`src/rtl/lanesram_pkg.sv`:
```
package lanesram_pkg;

  typedef enum logic [2:0] {
    ST_PWR,
    ST_IDLE,
    ST_TURN,
    ST_READ,
    ST_WRITE,
    ST_WREC
  } state_e;

  // control -> datapath strobes
  typedef struct packed {
    logic ceN;
    logic weN;
    logic oeN;
    logic laneOn;   // lane strobes follow the stored mask
    logic drive;    // pad driver enable
    logic load;     // capture request fields
    logic capture;  // sample memory input on this edge
  } strobe_t;

endpackage

```
`src/rtl/lanesram_fsm.sv`:
```
module lanesram_fsm
  import lanesram_pkg::*;
#(
  parameter int LANES     = 2,
  parameter int PWRUP_CYC = 12500,
  parameter int RD_CYC    = 2,
  parameter int WE_CYC    = 1
) (
  input  logic             clk,
  input  logic             rstN,
  input  logic             reqValid,
  input  logic             reqWrite,
  input  logic [LANES-1:0] reqLaneEn,
  output logic             reqReady,
  output strobe_t          strb
);

  localparam int MAX_A   = (PWRUP_CYC > RD_CYC) ? PWRUP_CYC : RD_CYC;
  localparam int MAX_CYC = (MAX_A > WE_CYC) ? MAX_A : WE_CYC;
  localparam int CNT_W   = $clog2(MAX_CYC + 1);
  localparam logic [CNT_W-1:0] PWR_LAST = CNT_W'(PWRUP_CYC - 1);
  localparam logic [CNT_W-1:0] RD_LAST  = CNT_W'(RD_CYC - 1);
  localparam logic [CNT_W-1:0] WE_LAST  = CNT_W'(WE_CYC - 1);

  state_e           state, stateD;
  logic [CNT_W-1:0] cnt, cntD;
  logic             lastRead, lastReadD;
  logic             accept, noop;
  logic             ceNQ, weNQ, oeNQ, laneOnQ, driveQ;

  assign reqReady = (state == ST_IDLE);
  assign accept   = reqValid && reqReady;
  assign noop     = ~|reqLaneEn;

  always_comb begin
    stateD    = state;
    cntD      = cnt;
    lastReadD = lastRead;
    unique case (state)
      ST_PWR: begin
        if (cnt == PWR_LAST) begin
          stateD = ST_IDLE;
          cntD   = '0;
        end else begin
          cntD = cnt + CNT_W'(1);
        end
      end
      ST_IDLE: begin
        if (accept && !noop) begin
          cntD = '0;
          if (reqWrite) stateD = lastRead ? ST_TURN : ST_WRITE;
          else          stateD = ST_READ;
        end
      end
      ST_TURN: stateD = ST_WRITE;
      ST_READ: begin
        if (cnt == RD_LAST) begin
          stateD    = ST_IDLE;
          cntD      = '0;
          lastReadD = 1'b1;
        end else begin
          cntD = cnt + CNT_W'(1);
        end
      end
      ST_WRITE: begin
        lastReadD = 1'b0;
        if (cnt == WE_LAST) begin
          stateD = ST_WREC;
          cntD   = '0;
        end else begin
          cntD = cnt + CNT_W'(1);
        end
      end
      ST_WREC: stateD = ST_IDLE;
      default: stateD = ST_IDLE;
    endcase
  end

  // pin strobes registered from the next state: clean edges, aligned with state
  always_ff @(posedge clk or negedge rstN) begin
    if (!rstN) begin
      state    <= ST_PWR;
      cnt      <= '0;
      lastRead <= 1'b0;
      ceNQ     <= 1'b1;
      weNQ     <= 1'b1;
      oeNQ     <= 1'b1;
      laneOnQ  <= 1'b0;
      driveQ   <= 1'b0;
    end else begin
      state    <= stateD;
      cnt      <= cntD;
      lastRead <= lastReadD;
      ceNQ     <= !(stateD == ST_READ || stateD == ST_WRITE);
      weNQ     <= (stateD != ST_WRITE);
      oeNQ     <= (stateD != ST_READ);
      laneOnQ  <= (stateD == ST_READ || stateD == ST_WRITE);
      driveQ   <= (stateD == ST_WRITE || stateD == ST_WREC);
    end
  end

  always_comb begin
    strb.ceN     = ceNQ;
    strb.weN     = weNQ;
    strb.oeN     = oeNQ;
    strb.laneOn  = laneOnQ;
    strb.drive   = driveQ;
    strb.load    = accept;
    strb.capture = (state == ST_READ) && (cnt == RD_LAST);
  end

endmodule

```
`src/rtl/lanesram_dp.sv`:
```
module lanesram_dp
  import lanesram_pkg::*;
#(
  parameter int ADDR_W = 16,
  parameter int DATA_W = 16,
  parameter int LANES  = 2
) (
  input  logic              clk,
  input  logic              rstN,
  input  strobe_t           strb,
  input  logic              reqWrite,
  input  logic [ADDR_W-1:0] reqAddr,
  input  logic [DATA_W-1:0] reqWdata,
  input  logic [LANES-1:0]  reqLaneEn,
  input  logic [DATA_W-1:0] memDqIn,
  output logic [ADDR_W-1:0] memAddr,
  output logic [LANES-1:0]  memLaneN,
  output logic [DATA_W-1:0] memDqOut,
  output logic              rdValid,
  output logic [DATA_W-1:0] rdData
);

  localparam int LANE_W = DATA_W / LANES;

  logic [ADDR_W-1:0] addrQ;
  logic [DATA_W-1:0] wdataQ;
  logic [LANES-1:0]  laneQ;
  logic [DATA_W-1:0] laneBits;
  logic              noopRead;

  for (genvar i = 0; i < LANES; i++) begin : g_lane
    assign laneBits[i*LANE_W +: LANE_W] = {LANE_W{laneQ[i]}};
  end

  assign noopRead = strb.load && !reqWrite && (~|reqLaneEn);

  always_ff @(posedge clk or negedge rstN) begin
    if (!rstN) begin
      addrQ   <= '0;
      wdataQ  <= '0;
      laneQ   <= '0;
      rdValid <= 1'b0;
      rdData  <= '0;
    end else begin
      if (strb.load) begin
        addrQ  <= reqAddr;
        wdataQ <= reqWdata;
        laneQ  <= reqLaneEn;
      end
      rdValid <= strb.capture || noopRead;
      if (strb.capture)  rdData <= memDqIn & laneBits;
      else if (noopRead) rdData <= '0;
    end
  end

  assign memAddr  = addrQ;
  assign memDqOut = wdataQ;
  assign memLaneN = ~(laneQ & {LANES{strb.laneOn}});

endmodule

```
`src/rtl/lanesram_ctrl.sv`:
```
module lanesram_ctrl
  import lanesram_pkg::*;
#(
  parameter int ADDR_W    = 16,
  parameter int DATA_W    = 16,
  parameter int LANES     = 2,
  parameter int PWRUP_CYC = 12500,
  parameter int RD_CYC    = 2,
  parameter int WE_CYC    = 1
) (
  input  logic              clk,
  input  logic              rstN,
  input  logic              reqValid,
  output logic              reqReady,
  input  logic              reqWrite,
  input  logic [ADDR_W-1:0] reqAddr,
  input  logic [DATA_W-1:0] reqWdata,
  input  logic [LANES-1:0]  reqLaneEn,
  output logic              rdValid,
  output logic [DATA_W-1:0] rdData,
  output logic [ADDR_W-1:0] memAddr,
  output logic              memCeN,
  output logic              memWeN,
  output logic              memOeN,
  output logic [LANES-1:0]  memLaneN,
  output logic [DATA_W-1:0] memDqOut,
  output logic              memDqOe,
  input  logic [DATA_W-1:0] memDqIn
);

  strobe_t strb;

  lanesram_fsm #(
    .LANES(LANES), .PWRUP_CYC(PWRUP_CYC), .RD_CYC(RD_CYC), .WE_CYC(WE_CYC)
  ) i_fsm (
    .clk(clk), .rstN(rstN), .reqValid(reqValid), .reqWrite(reqWrite),
    .reqLaneEn(reqLaneEn), .reqReady(reqReady), .strb(strb)
  );

  lanesram_dp #(
    .ADDR_W(ADDR_W), .DATA_W(DATA_W), .LANES(LANES)
  ) i_dp (
    .clk(clk), .rstN(rstN), .strb(strb), .reqWrite(reqWrite),
    .reqAddr(reqAddr), .reqWdata(reqWdata), .reqLaneEn(reqLaneEn),
    .memDqIn(memDqIn), .memAddr(memAddr), .memLaneN(memLaneN),
    .memDqOut(memDqOut), .rdValid(rdValid), .rdData(rdData)
  );

  assign memCeN  = strb.ceN;
  assign memWeN  = strb.weN;
  assign memOeN  = strb.oeN;
  assign memDqOe = strb.drive;

endmodule

```
`config.mk`:
```
export PLATFORM = sky130hd
export DESIGN_NAME = lanesram_ctrl
export DESIGN_NICKNAME = d
export VERILOG_FILES = /design/src/rtl/lanesram_pkg.sv /design/src/rtl/lanesram_fsm.sv /design/src/rtl/lanesram_dp.sv /design/src/rtl/lanesram_ctrl.sv
export SDC_FILE = /design/constraint.sdc
export NUM_CORES = 1
export LEC_CHECK = 0
export BUFFER_PORTS_ARGS = -buffer_cell sky130_fd_sc_hd__buf_2
export CORE_ASPECT_RATIO = 0.8
export CORE_MARGIN = 1
export CORE_UTILIZATION = 54
export CTS_CLUSTER_DIAMETER = 200
export DETAILED_ROUTE_END_ITERATION = 12
export PLACE_DENSITY = 0.83
export SLEW_MARGIN = 15
export SYNTH_ARGS = -nofsm -noshare
export SYNTH_HDL_FRONTEND = slang
export SYNTH_SLANG_ARGS = --single-unit
```
`constraint.sdc`:
```
create_clock -name clk -period 4.05 [get_ports clk]
set_clock_uncertainty 0.1 [all_clocks]
set_input_delay 0.6075 -clock clk [delete_from_list [all_inputs] [get_ports clk]]
set_output_delay 0.6075 -clock clk [all_outputs]
set_load 0.01 [all_outputs]
```
Word level (Yosys, flattened, before mapping)
Cells that the tools add are included.
Widths: inputs -> output; s select.
- register bits after elaboration: 74
- $add $sub $neg: 1
- equality and inequality tests: 13
- mux-type cells: 16
- bitwise logic cells: 3
- reduce and logical (&&, ||, !) cells: 19
- operators with widths (cell ; count):
    $mux 14 ; 4
    $pmux 14 s4 ; 1
    $mux 16 ; 2
    $mux 3 ; 6
    $and 16x16->16 ; 1
    $pmux 3 s5 ; 1
    $add 14x1->14 const B ; 1
    $eq 14x1->1 const B ; 1
    $eq 14x14->1 const B ; 1
    $logic_not 14->1 ; 1
    $eq 3x2->1 const B ; 3
    $eq 3x3->1 const B ; 3
    $logic_and 1x1->1 ; 5
    $reduce_and 2->1 ; 2
    $reduce_bool 2->1 ; 2
    $reduce_bool 4->1 ; 1
    $eq 3x1->1 const B ; 1
    $logic_not 1->1 ; 3
    $logic_not 3->1 ; 1
    $logic_or 1x1->1 ; 3
    $ne 3x2->1 const B ; 1
    $ne 3x3->1 const B ; 1
    $and 2x2->2 ; 1
    $ne 2x1->1 const B ; 1
    other kinds (5) ; 5

Depth between registers and ports, before layout
- word-level depth: 8
- gate-level depth with buffers: 8
- gate-level depth less buffers: 7

Hierarchy
From an unflattened synthesis, not the netlist that was laid out.
- cell total of the unflattened synthesis: 263
- area, all modules: 3310.7 µm²
- modules (own cells, without submodules) (module ; times used ; cells an instance ; area each (µm²) ; seq. area each (µm²)):
    lanesram_dp ; 1 ; 117 ; 1903.1 ; 1276.2
    lanesram_fsm ; 1 ; 146 ; 1407.6 ; 579.3

Worst setup path after synthesis
OpenSTA, ideal clock, no wires.
- kind: reg-to-reg
- start point: reg i_fsm.cnt[9]
- end point: reg i_dp.rdData[10]
- setup time: 121 ps
- arrival: 1907 ps
- data required time: 3829 ps
- slack: 1922 ps
- cell stages (with the launch flop): 7
- buffers on the path: 1
- clock period less this slack: 2128 ps
- cells stage by stage: dfrtp_1 > or4_4 > nor4b_4 > and3b_1 > a21oi_2 > buf_6 > a22o_1
- cells in the longest elaborated chain, start to end: 3
- ends and longest elaborated chain (what ; line ; text):
    start, declared ; lanesram_fsm.sv:26 ; logic [CNT_W-1:0] cnt, cntD;
    start signal, assigned ; lanesram_fsm.sv:92 ; cnt <= cntD;
    $eq 14x1->1 * ; lanesram_fsm.sv:109 ; strb.capture = (state == ST_READ) && (cnt == RD_LAST);
    $logic_and 1x1->1 * ; lanesram_fsm.sv:109 ;
    $mux 16 / $reduce_bool 2->1 (equally long branches) ; -- ;
    end signal, assigned ; lanesram_dp.sv:51 ; if (strb.capture) rdData <= memDqIn & laneBits;
    end, declared ; lanesram_dp.sv:20 ; output logic [DATA_W-1:0] rdData
Mark *: on every way between the ends. The rest lies on a longest branch, timed or not.
A chain may end at the register's enable or synchronous reset.

Worst setup path after layout
- start point: reg i_fsm.cnt[9]
- end point: reg i_fsm.cnt[2]
- cells in the longest elaborated chain, start to end: 3
- ends and longest elaborated chain (what ; line ; text):
    $eq 14x1->1 (tied with other cells) ; lanesram_fsm.sv:57 ; if (cnt == RD_LAST) begin
    $mux 14, on equally long branches ; lanesram_fsm.sv:57, lanesram_fsm.sv:41, lanesram_fsm.sv:67 ;
    $pmux 14 s4 * ; lanesram_fsm.sv:39 ; unique case (state)
Marked as above.

==> results.py <==
metrics = {
    "worst_hold_path": {
        "hold_path_class": "input port to async pin",
    },
    "layout": {
        "seq_area_um2": 1860,
        "fill_cells": 401,
        "diodes": 0,
        "fin_area_um2": 4010,
        "drive_gt1_share_pct": 46.0,
        "multi_input_area_um2": 1260,
        "mostFrequentLayoutCell": "buf_2",
        "layout.nets": 426,
        "layout_common_cells": "buf_2, dfrtp_1, mux2_2, a22o_1",
        "syn_to_final_growth_pct": 24.8,
        "stdcell_count": 452,
    },
    "clocking": {
        "clock-root-buffer": "clkbuf_8",
        "tritoncts": "done",
        "cts_buffers": 9,
        "cts.reportedPaths.clkPinSlew_ps": 80,
        "cts_resized": 0,
        "clk_latency_ps": 340,
        "cts-htree-levels": 3,
        "cts_hold_buf": 0,
        "cts_setup_buffers": 0,
        "clock_path_buffers": 2,
        "cts_sinks": 74,
    },
    "sta": {
        "drv_slew": 0,
        "setup_violations": 0,
        "rsz0062_at_grt": "no",
        "finalCritPeriodShare_pct": 65.2,
        "hold_viol_final": 0,
        "tightest_slew_ps": 776,
        "max_freq_mhz": 379,
        "slew_headroom_pct": 48.3,
        "fin_crit_ps": 2640,
        "final.setup.worst_slack_ps": 1410,
        "fin_setup_tns_ps": 0,
    },
    "power_and_ir_drop": {
        "sequentialPowerShare_pct": 42.1,
        "p_sw_mw": 0.971,
        "internal-power_mw": 1.85,
        "power.share.switching_pct": 34.5,
        "peakVddDrop_uv": 448,
        "p_leak_nw": 1.96,
        "combPwrFrac_pct": 37.6,
        "clkPwrFrac_pct": 20.3,
        "p_per_area_nw_per_um2": 703,
    },
    "critical_path": {
        "path_max_fanout": 12,
        "crit_type": "register to register",
        "cp.required_ps": 4140,
        "cp-end-kind": "register",
        "critPathArrivalTime_ps": 2730,
        "worstSetupStartpointType": "register",
        "timing.rr.start": "i_fsm.cnt[9]$_DFFE_PN0P_",
        "crit_start": "i_fsm.cnt[9]$_DFFE_PN0P_",
    },
    "floorplan": {
        "io_pins": 110,
        "die_h_um": 70.9,
        "start_util_pct": 57.4,
        "fp-row-count": 24,
        "core-area_um2": 5590,
        "dieWidth_um": 88.2,
        "dieArea_um2": 6260,
    },
    "yosys": {
        "syn-cell-area_um2": 3210,
        "syn_avg_cell_area_um2": 12.3,
        "synth_top_area_share_pct": 55.4,
        "synth-seq-cells": 74,
        "synth_cell_types": 43,
        "synthTopCellsByArea": "dfrtp_1, mux2_2, a22o_1",
        "syn-num-nets": 318,
        "synth-seq-area-share_pct": 57.8,
        "synth_edf_count": 0,
        "syn_inst": 261,
        "synthArstFlopShare_pct": 100,
        "dominantRegCellSynth": "dfrtp_1",
        "ys_warn_count": 0,
        "synth_top_cell_by_area": "dfrtp_1",
    },
    "job": {
        "drv_cap": 0,
    },
    "grt": {
        "grt_remaining_overflow": 0,
        "grt_pass1_wl_um": 10800,
        "grt_pass1_vias": 2266,
        "grtUsageTotal_pct": 23.2,
        "antenna_found_initial": 0,
        "grt_max_degree": 40,
    },
    "place": {
        "portBuffers": 109,
        "place_congestion": 0.914,
        "placed_cells": 436,
        "placed_cell_area_um2": 3800,
        "place_ws_ps": 1440,
        "dp_hpwl_um": 4980,
    },
    "routing": {
        "routed_wl_um": 6920,
        "antenna_left": 0,
        "wl_per_cell_um": 15.3,
        "avgViaCountPerCell": 5.43,
        "drc_errors": 0,
        "first_pass_iters": 4,
        "vias": 2456,
        "drt_iter0_drc": 117,
    },
    "outcome": {
        "outcome": "completed",
    },
}
## sequential cells by signal, summed over array words and instances (netlist names)
name	cells
i_dp.laneQ	2
i_dp.rdData	16
i_fsm.laneOnQ	1
i_fsm.ceNQ	1
i_fsm.weNQ	1
i_dp.memAddr	16
i_dp.rdValid	1
i_fsm.state	3
i_fsm.lastRead	1
i_dp.memDqOut	16
i_fsm.driveQ	1
i_fsm.oeNQ	1
i_fsm.cnt	14
## layer usage
| layer | GRT usage [%] | vias to the layer above | wire [µm] |
|---|---|---|---|
| met5 | 0 | - | 0 |
| met4 | 8.96 | 0 | 67 |
| met3 | 7.12 | 9 | 439 |
| met2 | 36.0 | 99 | 3310 |
| met1 | 30.7 | 1196 | 3100 |
| li1 | - | 1152 | - |
## final cells by class
| cell class | instances | share of cell area [%] |
|---|---|---|
| inverters | 5 | 0.469 |
| well taps | 78 | 2.44 |
| multi-input cells | 167 | 31.5 |
| flip-flops and latches | 74 | 46.3 |
| clock inverters | 5 | 1.53 |
| repair buffers | 112 | 14.2 |
| clock buffers | 11 | 3.53 |
## cell usage after synthesis (3+ instances only)
master and n:
and3_1 3, nand3_1 7, buf_2 3, buf_1 3, nor3_1 4, a21oi_1 10, mux2_2 35, o22ai_1 3
and2_1 4, dfstp_2 3, a22o_1 16, o21ai_0 6, ha_1 3, nor2_1 15, mux2i_1 3, clkbuf_1 7
dfrtp_1 71, inv_1 5, nand2_1 15, xnor2_1 10, nand4_1 5
## logic make-up (layout without fill, tap and decap cells)
| family | count (synthesis) | after routing | synth area share (%) |
|---|---|---|---|
| AOI/OAI and AO/OA | 46 | 46 | 10.1 |
| xor gates and xnor gates | 10 | 10 | 2.73 |
| adders and majority gates | 3 | 3 | 1.17 |
| buffers and inverters | 20 | 133 | 2.81 |
| DFF | 74 | 74 | 57.8 |
| muxes | 38 | 38 | 13.2 |
| and+or+nand+nor | 70 | 70 | 12.1 |
## worst paths after layout
path                                          endpoint  slack [ps]  depth (start not counted)
min                        i_dp.rdData[10]$_DFFE_PN0P_         230                          1
min reg2reg                 i_dp.rdData[7]$_DFFE_PN0P_         400                          1
max reg2reg                   i_fsm.cnt[2]$_DFFE_PN0P_        1410                          5
max                           i_fsm.cnt[2]$_DFFE_PN0P_        1410                          5
min in group clk            i_dp.rdData[5]$_DFFE_PN0P_         380                          2
max in group asynchronous         i_fsm.oeNQ$_DFF_PN1_        2620                          2
## worst max-delay path: stages, from the launching register on
cell and delay, ps:
dfrtp_1 430, or4_4 600, nor4_1 410, o22ai_1 190
nor3_2 610, nor3_1 130
## through the flow
step	hold slack, ps	util [%]	power (mW)
after detailed placement	387	68.1	2.26
after global placement	384	68.1	2.22
after floorplan	212	-	1.87
final	234	71.7	2.82
after CTS	245	71.7	2.84
after global routing	284	71.7	3.00
## power groups by stage
stage | sequential [mW] | combinational [mW] | clock (mW)
global route | 1.22 | 1.16 | 0.622
CTS | 1.18 | 1.07 | 0.588
global placement | 1.18 | 1.04 | 0
finish | 1.19 | 1.06 | 0.573
floorplan | 1.30 | 0.570 | 0
detailed placement | 1.20 | 1.06 | 0
(Power assumes the default switching activity.)
